**config.mk**
```make
export PLATFORM = sky130hd
export DESIGN_NAME = nic_reg_bank
export DESIGN_NICKNAME = d
export VERILOG_FILES = /design/src/rtl/nic_reg_pkg.sv /design/src/rtl/nic_page_reg.sv /design/src/rtl/nic_split_reg.sv /design/src/rtl/nic_byte_array.sv /design/src/rtl/nic_cmd_ctrl.sv /design/src/rtl/nic_intr.sv /design/src/rtl/nic_reg_bank.sv
export SDC_FILE = /design/constraint.sdc
export NUM_CORES = 1
export LEC_CHECK = 0
export ABC_AREA = 1
export BUFFER_PORTS_ARGS = -buffer_cell sky130_fd_sc_hd__buf_2
export CAP_MARGIN = 0
export CORE_ASPECT_RATIO = 0.5
export CORE_UTILIZATION = 59
export DETAILED_ROUTE_END_ITERATION = 6
export HOLD_SLACK_MARGIN = 0.12
export PLACE_DENSITY = 0.95
export SYNTH_ARGS = -nofsm -noshare
export SYNTH_HDL_FRONTEND = slang
export SYNTH_SLANG_ARGS = --single-unit
```
**constraint.sdc**
```tcl
create_clock -name clk -period 5.55 [get_ports clk]
set_input_delay 0.555 -clock clk [delete_from_list [all_inputs] [get_ports clk]]
set_output_delay 0.555 -clock clk [all_outputs]
set_load 0.02 [all_outputs]
```
**src/rtl/nic_reg_pkg.sv**
```systemverilog
package nic_reg_pkg;
   localparam int BYTE_W = 8;
   typedef logic [BYTE_W-1:0] byte_t;

   // command bit positions
   localparam int CMD_STOP = 0;
   localparam int CMD_TX   = 2;
   localparam int CMD_RRD  = 3;
   localparam int CMD_RWR  = 4;

   // interrupt status bit positions
   localparam int ST_RX    = 0;
   localparam int ST_TX    = 1;
   localparam int ST_RDC   = 6;
   localparam int ST_RST   = 7;

   localparam byte_t CMD_RESET = 8'h01;
   localparam byte_t ST_RESET  = 8'h80;
   localparam byte_t TSR_OK    = 8'h01;
   localparam byte_t ST_CLR_MASK = 8'h7F;

   // register index map: {page, addr}
   localparam logic [5:0] IX_START = 6'h01;
   localparam logic [5:0] IX_STOP  = 6'h02;
   localparam logic [5:0] IX_BND   = 6'h03;
   localparam logic [5:0] IX_TPG   = 6'h04;
   localparam logic [5:0] IX_TLEN0 = 6'h05;
   localparam logic [5:0] IX_TLEN1 = 6'h06;
   localparam logic [5:0] IX_STAT  = 6'h07;
   localparam logic [5:0] IX_RADR0 = 6'h08;
   localparam logic [5:0] IX_RADR1 = 6'h09;
   localparam logic [5:0] IX_RLEN0 = 6'h0A;
   localparam logic [5:0] IX_RLEN1 = 6'h0B;
   localparam logic [5:0] IX_RXM   = 6'h0C;
   localparam logic [5:0] IX_DATM  = 6'h0E;
   localparam logic [5:0] IX_MASK  = 6'h0F;
   localparam logic [5:0] IX_CUR   = 6'h17;
   localparam logic [5:0] IX_RSTART = 6'h21;
   localparam logic [5:0] IX_RSTOP  = 6'h22;
endpackage

```
**src/rtl/nic_page_reg.sv**
```systemverilog
module nic_page_reg #(
   parameter int W         = 8,
   parameter int LIMIT     = 128,
   parameter bit INCLUSIVE = 1'b1
) (
   input  logic         clk,
   input  logic         rst_n,
   input  logic         we,
   input  logic [W-1:0] wdata,
   output logic [W-1:0] q
);
   logic ok;

   generate
      if (INCLUSIVE) begin : g_incl
         assign ok = (int'(wdata) <= LIMIT);
      end else begin : g_excl
         assign ok = (int'(wdata) < LIMIT);
      end
   endgenerate

   always_ff @(posedge clk or negedge rst_n) begin
      if (!rst_n)         q <= '0;
      else if (we && ok)  q <= wdata;
   end

   // a page value beyond the memory end leaves the register untouched
   assert_page_limit_R8: assert property (@(posedge clk) disable iff (!rst_n)
      (we && (INCLUSIVE ? (int'(wdata) > LIMIT) : (int'(wdata) >= LIMIT))) |=> $stable(q));
endmodule

```
**src/rtl/nic_split_reg.sv**
```systemverilog
module nic_split_reg #(
   parameter int BYTES = 2
) (
   input  logic                 clk,
   input  logic                 rst_n,
   input  logic [BYTES-1:0]     we,
   input  logic [7:0]           wdata,
   output logic [BYTES*8-1:0]   q
);
   for (genvar b = 0; b < BYTES; b++) begin : g_byte
      always_ff @(posedge clk or negedge rst_n) begin
         if (!rst_n)     q[b*8 +: 8] <= 8'h00;
         else if (we[b]) q[b*8 +: 8] <= wdata;
      end

      // a byte not addressed keeps its value
      assert_half_kept_R10: assert property (@(posedge clk) disable iff (!rst_n)
         !we[b] |=> $stable(q[b*8 +: 8]));
   end
endmodule

```
**src/rtl/nic_byte_array.sv**
```systemverilog
module nic_byte_array #(
   parameter int N  = 6,
   localparam int IW = (N > 1) ? $clog2(N) : 1
) (
   input  logic            clk,
   input  logic            rst_n,
   input  logic            we,
   input  logic [IW-1:0]   sel,
   input  logic [7:0]      wdata,
   output logic [N*8-1:0]  q
);
   if (N < 1) begin : g_bad_n
      $error("nic_byte_array: N must be at least 1");
   end

   for (genvar k = 0; k < N; k++) begin : g_ent
      logic hit;
      assign hit = we && (sel == IW'(k));
      always_ff @(posedge clk or negedge rst_n) begin
         if (!rst_n)   q[k*8 +: 8] <= 8'h00;
         else if (hit) q[k*8 +: 8] <= wdata;
      end
   end
endmodule

```
**src/rtl/nic_cmd_ctrl.sv**
```systemverilog
module nic_cmd_ctrl
   import nic_reg_pkg::*;
(
   input  logic   clk,
   input  logic   rst_n,
   input  logic   we,
   input  byte_t  wdata,
   input  logic   count_zero,
   output byte_t  cmd_q,
   output byte_t  tsr_q,
   output logic   tx_req,
   output logic   rdma_start,
   output byte_t  set_bits,
   output logic   clr_reset_bit
);
   logic go, tx_go, rem_go;

   assign go     = we && !wdata[CMD_STOP];
   assign tx_go  = go && wdata[CMD_TX];
   assign rem_go = go && (wdata[CMD_RRD] || wdata[CMD_RWR]);

   always_comb begin
      set_bits         = '0;
      set_bits[ST_TX]  = tx_go;
      set_bits[ST_RDC] = rem_go && count_zero;
   end
   assign clr_reset_bit = go;

   always_ff @(posedge clk or negedge rst_n) begin
      if (!rst_n) begin
         cmd_q      <= CMD_RESET;
         tsr_q      <= '0;
         tx_req     <= 1'b0;
         rdma_start <= 1'b0;
      end else begin
         tx_req     <= tx_go;
         rdma_start <= rem_go && !count_zero;
         if (we) begin
            cmd_q <= wdata;
            if (tx_go) cmd_q[CMD_TX] <= 1'b0;
         end
         if (tx_go) tsr_q <= TSR_OK;
      end
   end

   // transmit is acknowledged in the same cycle the request pulses
   assert_tx_ack_R7: assert property (@(posedge clk) disable iff (!rst_n)
      tx_req |-> (!cmd_q[CMD_TX] && tsr_q == TSR_OK));
   assert_tx_pulse_R7: assert property (@(posedge clk) disable iff (!rst_n)
      (we && !wdata[CMD_STOP] && wdata[CMD_TX]) |=> tx_req);
   // DMA start only for a nonzero length
   assert_dma_len_R6: assert property (@(posedge clk) disable iff (!rst_n)
      rdma_start |-> $past(!count_zero));
endmodule

```
**src/rtl/nic_intr.sv**
```systemverilog
module nic_intr
   import nic_reg_pkg::*;
(
   input  logic   clk,
   input  logic   rst_n,
   input  byte_t  set_bits,
   input  byte_t  clr_bits,
   input  logic   mask_we,
   input  byte_t  wdata,
   output byte_t  stat_q,
   output byte_t  mask_q,
   output logic   irq
);
   always_ff @(posedge clk or negedge rst_n) begin
      if (!rst_n) begin
         stat_q <= ST_RESET;
         mask_q <= '0;
      end else begin
         stat_q <= (stat_q & ~clr_bits) | set_bits;
         if (mask_we) mask_q <= wdata;
      end
   end

   assign irq = |(stat_q[6:0] & mask_q[6:0]);

   // a clear without a competing set empties the bit
   assert_clear_R4: assert property (@(posedge clk) disable iff (!rst_n)
      ((clr_bits & ~set_bits) != 8'h00) |=> ((stat_q & $past(clr_bits & ~set_bits)) == 8'h00));
   // reset-complete bit alone never interrupts
   assert_bit7_quiet_R3: assert property (@(posedge clk) disable iff (!rst_n)
      (stat_q[6:0] == 7'd0) |-> !irq);
   // reset-complete bit is only ever made by reset
   assert_bit7_norise_R5: assert property (@(posedge clk) disable iff (!rst_n)
      !$rose(stat_q[ST_RST]));
endmodule

```
**src/rtl/nic_reg_bank.sv**
```systemverilog
module nic_reg_bank
   import nic_reg_pkg::*;
#(
   parameter int    PMEM_END_PG = 128,
   parameter int    STA_BYTES   = 6,
   parameter int    HASH_BYTES  = 8,
   parameter logic [7:0] ID0_VAL = 8'h50,
   parameter logic [7:0] ID1_VAL = 8'h43
) (
   input  logic                    clk,
   input  logic                    rst_n,
   input  logic [3:0]              host_addr,
   input  logic                    host_wr,
   input  logic [7:0]              host_wdata,
   output logic [7:0]              host_rdata,
   output logic                    irq,
   input  logic                    rx_ok,
   input  logic                    rdma_done,
   output logic                    tx_req,
   output logic                    rdma_start,
   output logic [7:0]              ring_start_pg,
   output logic [7:0]              ring_stop_pg,
   output logic [7:0]              bound_pg,
   output logic [7:0]              cur_pg,
   output logic [7:0]              tx_pg,
   output logic [15:0]             tx_len,
   output logic [15:0]             rdma_addr,
   output logic [15:0]             rdma_len,
   output logic [7:0]              rx_mode,
   output logic [7:0]              data_mode,
   output logic [STA_BYTES*8-1:0]  station_addr,
   output logic [HASH_BYTES*8-1:0] mcast_hash
);
   localparam int SEL_W = 3;

   if (PMEM_END_PG < 1 || PMEM_END_PG > 255) begin : g_bad_end
      $error("nic_reg_bank: PMEM_END_PG out of range");
   end
   if (STA_BYTES != 6 || HASH_BYTES != 8) begin : g_bad_arr
      $error("nic_reg_bank: station/hash sizes fixed by the page map");
   end

   byte_t      cmd_q, tsr_q, stat_q, mask_q, cmd_set;
   byte_t      set_bits, clr_bits;
   logic       cmd_we, reg_we, clr_rst;
   logic [5:0] idx;

   assign cmd_we = host_wr && (host_addr == 4'h0);
   assign reg_we = host_wr && (host_addr != 4'h0);
   assign idx    = {cmd_q[7:6], host_addr};

   function automatic logic hit(input logic [5:0] a, input logic [5:0] b);
      return a == b;
   endfunction

   // ---------------- command ----------------
   nic_cmd_ctrl u_cmd (
      .clk           (clk),
      .rst_n         (rst_n),
      .we            (cmd_we),
      .wdata         (host_wdata),
      .count_zero    (rdma_len == 16'h0000),
      .cmd_q         (cmd_q),
      .tsr_q         (tsr_q),
      .tx_req        (tx_req),
      .rdma_start    (rdma_start),
      .set_bits      (cmd_set),
      .clr_reset_bit (clr_rst)
   );

   // ---------------- interrupt ----------------
   always_comb begin
      set_bits         = cmd_set;
      set_bits[ST_RX]  = cmd_set[ST_RX] | rx_ok;
      set_bits[ST_RDC] = cmd_set[ST_RDC] | rdma_done;
      clr_bits         = '0;
      if (reg_we && hit(idx, IX_STAT)) clr_bits = host_wdata & ST_CLR_MASK;
      clr_bits[ST_RST] = clr_rst;
   end

   nic_intr u_intr (
      .clk      (clk),
      .rst_n    (rst_n),
      .set_bits (set_bits),
      .clr_bits (clr_bits),
      .mask_we  (reg_we && hit(idx, IX_MASK)),
      .wdata    (host_wdata),
      .stat_q   (stat_q),
      .mask_q   (mask_q),
      .irq      (irq)
   );

   // ---------------- ring page pointers ----------------
   nic_page_reg #(.LIMIT(PMEM_END_PG), .INCLUSIVE(1'b1)) u_start (
      .clk(clk), .rst_n(rst_n), .we(reg_we && hit(idx, IX_START)),
      .wdata(host_wdata), .q(ring_start_pg));
   nic_page_reg #(.LIMIT(PMEM_END_PG), .INCLUSIVE(1'b1)) u_stop (
      .clk(clk), .rst_n(rst_n), .we(reg_we && hit(idx, IX_STOP)),
      .wdata(host_wdata), .q(ring_stop_pg));
   nic_page_reg #(.LIMIT(PMEM_END_PG), .INCLUSIVE(1'b0)) u_bnd (
      .clk(clk), .rst_n(rst_n), .we(reg_we && hit(idx, IX_BND)),
      .wdata(host_wdata), .q(bound_pg));
   nic_page_reg #(.LIMIT(PMEM_END_PG), .INCLUSIVE(1'b0)) u_cur (
      .clk(clk), .rst_n(rst_n), .we(reg_we && hit(idx, IX_CUR)),
      .wdata(host_wdata), .q(cur_pg));

   // ---------------- split 16-bit values ----------------
   nic_split_reg #(.BYTES(2)) u_tlen (
      .clk(clk), .rst_n(rst_n),
      .we({reg_we && hit(idx, IX_TLEN1), reg_we && hit(idx, IX_TLEN0)}),
      .wdata(host_wdata), .q(tx_len));
   nic_split_reg #(.BYTES(2)) u_radr (
      .clk(clk), .rst_n(rst_n),
      .we({reg_we && hit(idx, IX_RADR1), reg_we && hit(idx, IX_RADR0)}),
      .wdata(host_wdata), .q(rdma_addr));
   nic_split_reg #(.BYTES(2)) u_rlen (
      .clk(clk), .rst_n(rst_n),
      .we({reg_we && hit(idx, IX_RLEN1), reg_we && hit(idx, IX_RLEN0)}),
      .wdata(host_wdata), .q(rdma_len));

   // ---------------- plain bytes ----------------
   always_ff @(posedge clk or negedge rst_n) begin
      if (!rst_n) begin
         tx_pg     <= '0;
         rx_mode   <= '0;
         data_mode <= '0;
      end else if (reg_we) begin
         if (hit(idx, IX_TPG))  tx_pg     <= host_wdata;
         if (hit(idx, IX_RXM))  rx_mode   <= host_wdata;
         if (hit(idx, IX_DATM)) data_mode <= host_wdata;
      end
   end

   // ---------------- page 1 arrays ----------------
   logic sta_win, hash_win;
   logic [SEL_W-1:0] sta_sel;
   assign sta_win  = (cmd_q[7:6] == 2'b01) && (host_addr >= 4'h1) && (host_addr <= 4'h6);
   assign hash_win = (cmd_q[7:6] == 2'b01) && host_addr[3];
   assign sta_sel  = host_addr[2:0] - 3'd1;

   nic_byte_array #(.N(STA_BYTES)) u_sta (
      .clk(clk), .rst_n(rst_n), .we(reg_we && sta_win), .sel(sta_sel),
      .wdata(host_wdata), .q(station_addr));
   nic_byte_array #(.N(HASH_BYTES)) u_hash (
      .clk(clk), .rst_n(rst_n), .we(reg_we && hash_win), .sel(host_addr[2:0]),
      .wdata(host_wdata), .q(mcast_hash));

   // ---------------- read mux ----------------
   always_comb begin
      host_rdata = 8'h00;
      if (host_addr == 4'h0) begin
         host_rdata = cmd_q;
      end else if (sta_win) begin
         host_rdata = station_addr[sta_sel*8 +: 8];
      end else if (hash_win) begin
         host_rdata = mcast_hash[host_addr[2:0]*8 +: 8];
      end else begin
         case (idx)
            IX_BND:    host_rdata = bound_pg;
            IX_TPG:    host_rdata = tsr_q;
            IX_STAT:   host_rdata = stat_q;
            IX_RADR0:  host_rdata = rdma_addr[7:0];
            IX_RADR1:  host_rdata = rdma_addr[15:8];
            IX_RLEN0:  host_rdata = ID0_VAL;
            IX_RLEN1:  host_rdata = ID1_VAL;
            IX_CUR:    host_rdata = cur_pg;
            IX_RSTART: host_rdata = ring_start_pg;
            IX_RSTOP:  host_rdata = ring_stop_pg;
            default:   host_rdata = 8'h00;
         endcase
      end
   end

   // page 3 holds nothing but the command register
   assert_page3_zero_R13: assert property (@(posedge clk) disable iff (!rst_n)
      (host_addr != 4'h0 && cmd_q[7:6] == 2'b11) |-> (host_rdata == 8'h00));
endmodule

```
==> impl_metrics.tcl <==
set metrics [dict create \
    wire_per_inst_um 19.65 \
    cts.clk_slew.worst_paths_ps 70 \
    area_growth_pct 16.90 \
    first_iter_violations 1407 \
    synth-xor-area-share_pct 0 \
    hpwlAfterDp_mm 24.50 \
    clockBufferDepth 3 \
    ys_types 37 \
    avgSynthCellArea_sq_um 8.487 \
    via_per_inst 5.919 \
    nets 1564 \
    max_freq_ghz 0.2486 \
    fin_tns_setup_ps 0 \
    status "finished clean" \
    core_sq_um 18610 \
    drive_gt1_share_pct 23.63 \
    crit_family "buffers and inverters" \
    cellLeakagePower_nw 6.908 \
    finClkSkew_ps 14.92 \
    synth_warnings 0 \
    fillers 1388 \
    yosys.area_share.adder_pct 0.7713 \
    initial_core_util_pct 61.02 \
    fin_ws_ps 1528 \
    cts_setup_buffers 0 \
    cts_sinks 242 \
    yosys-top-cells-area "dfrtp_1, nand2_1, o21ai_0" \
    slew_violations 0 \
    ctsHoldBuffers 0 \
    grt_usage_pct 36.22 \
    muxShareOfSynthArea_pct 0 \
    ant_nets 0 \
    clock_latency_ps 510 \
    finalSetupViolCount 0 \
    synth-edff-count 0 \
    syn_area_sq_um 11360 \
    vias 10725 \
    period_minus_slack_ps 4022 \
    synth_most_common_cell "nand2_1" \
    row_count 35 \
    yosys.area_share.simple_pct 24.79 \
    synth_top_family_by_area "simple AND/OR/NAND/NOR gates" \
    dieHeight_um 100.1 \
    cp-end-kind "primary output" \
    globalplace.congestion 1.008 \
    cts_root_buf "clkbuf_16" \
    critPathMaxFanout 21 \
    yosysTopAreaCell "dfrtp_1" \
    placed_cells 1776 \
    firstDrtPassIters 6 \
    antenna_found_initial 0 \
    ys_seq_area_share_pct 53.35 \
    cp-start-kind "primary input" \
    tritoncts "yes" \
    cap_violations 0 \
    wirelength_mm 35.60 \
    cp_slowest_cell "ha_1" \
    min_path_type "in -> async" \
    diodes 0 \
    rsz0062_at_grt "no" \
    critPathBufInv 4 \
    dp_slack_ps 1652 \
    io_buffers 243 \
    utilization_pct 71.33 \
    async_reset_ff_share_pct 100.0 \
    arrival_ps 3470 \
    cts_resized 0 \
    cts_buffers 21 \
    die-area_sq_um 19840 \
    vdd_ir_drop_max_uv 249.4 \
    crit_required_ps 4990 \
    syn-instance-count 1338 \
    ys_ff_latch 242 \
    syn-num-nets 1362 \
    globalRouteOverflowTotal 0 \
    fin_area_sq_um 13280 \
    powerDensity_nw_per_um2 423.3 \
    tightest_slew_ps 1156 \
    holdWs_ps 127.6 \
    hold_viol_final 0 \
    cts-htree-levels 1 \
    die_w_um 198.2 \
    yosys-top-cells-count "nand2_1, dfrtp_1, o21ai_0, nor2_1, inv_1" \
    dpl_cell_area_sq_um 12600 \
    ys.flop_type "dfrtp_1" \
    synth_compound_area_share_pct 14.51 \
    instances_no_fill 1812 \
    fin_crit_sh_pct 72.48 \
    cpPeakStageDelay_ps 640 \
    grt_max_degree 152 \
    p_total_mw 5.619 \
    synth_top_area_share_pct 52.89 \
    drcViolationCount 0 \
    crit_type "in -> out" \
    grt_pass1_wl_mm 55.28 \
    path_common_cell "buf_2" \
    grt_pass1_vias 10072 \
    maxSlewHeadroom_pct 22.85 \
    path_cells "buf_2 -> clkinv_1 -> ha_1 -> inv_1 -> nand3_1 -> nand3_4 -> nor2_1 -> a21oi_1 -> o21ai_0 -> nand2_1 -> buf_2" \
    ios 244 \
]
-- power by group --
part,internal [mW],leakage (nW),switching (mW)
sequential,2.13,3.07,0.304
clock,0.840,0.334,0.675
combinational,0.508,3.50,1.16
total,3.48,6.91,2.14
-- area by class of cell --
cell class	instances	area, sq um	area share (%)
tap	259	324.1	2.441
inverter	93	356.6	2.686
clock buffer	25	540.5	4.072
clock inverter	11	136.4	1.027
sequential	242	6058	45.64
multi-input combinational	928	4551	34.28
timing repair buffer	254	1309	9.859
-- state kept, by name, indices dropped and copies added, names as in the netlist, 16 cells and up --
name and count:
u_hash.q 64, u_radr.q 16, u_rlen.q 16, u_sta.q 48
u_tlen.q 16
-- worst register-to-register path: stages (launching register included) --
cell     delay, ps
dfrtp_1        470
inv_1          100
nand2_1        130
nor2_1         380
nand4_1        490
o21ai_0        380
-- placed cells by master (no fill, tap or decap), types with 10 or more instances in the layout --
cell type / Yosys / routed
nand4_1: 20 / 20
nor2_1: 106 / 106
nor3_1: 10 / 10
a21oi_1: 28 / 28
nand3_1: 50 / 50
nand2_1: 395 / 395
o21ai_1: 47 / 47
buf_4: 9 / 11
buf_2: 18 / 242
dfrtp_1: 240 / 240
o21ai_0: 180 / 180
inv_1: 85 / 85
clkbuf_16: 0 / 21
o21ai_2: 33 / 33
-- routing by layer --
layer	vias up	GRT usage (%)	share of wire, %
li1	4758	-	-
met3	138	9.879	13
met4	0	13.30	4.2
met5	-	0	0
met2	786	54.71	44
met1	5043	50.62	39
-- final timing paths --
check,from,slack [ps],cells after the start,endpoint
worst max-delay path,host_addr[1],1530,11,host_rdata[2]
worst min-delay path,rst_n,130,1,data_mode[7]
worst max register to register,u_cmd.cmd_q[6],3490,5,u_intr.mask_q[4]
worst min register to register,u_intr.stat_q[7],470,2,u_intr.stat_q[7]
max in group asynchronous,rst_n,3960,2,u_sta.q[9]
min in group clk,rdma_done,240,3,u_intr.stat_q[6]
-- logic make-up (layout without fill, tap and decap cells) --
kind of cell	Yosys count	after routing
AND/OR/NAND/NOR	622	622
AO/OA/AOI/OAI	299	299
adder cells (fa/ha/maj)	7	7
buffers and inverters	168	383
flip-flops	242	242
Power figures use the tool's default switching activity.
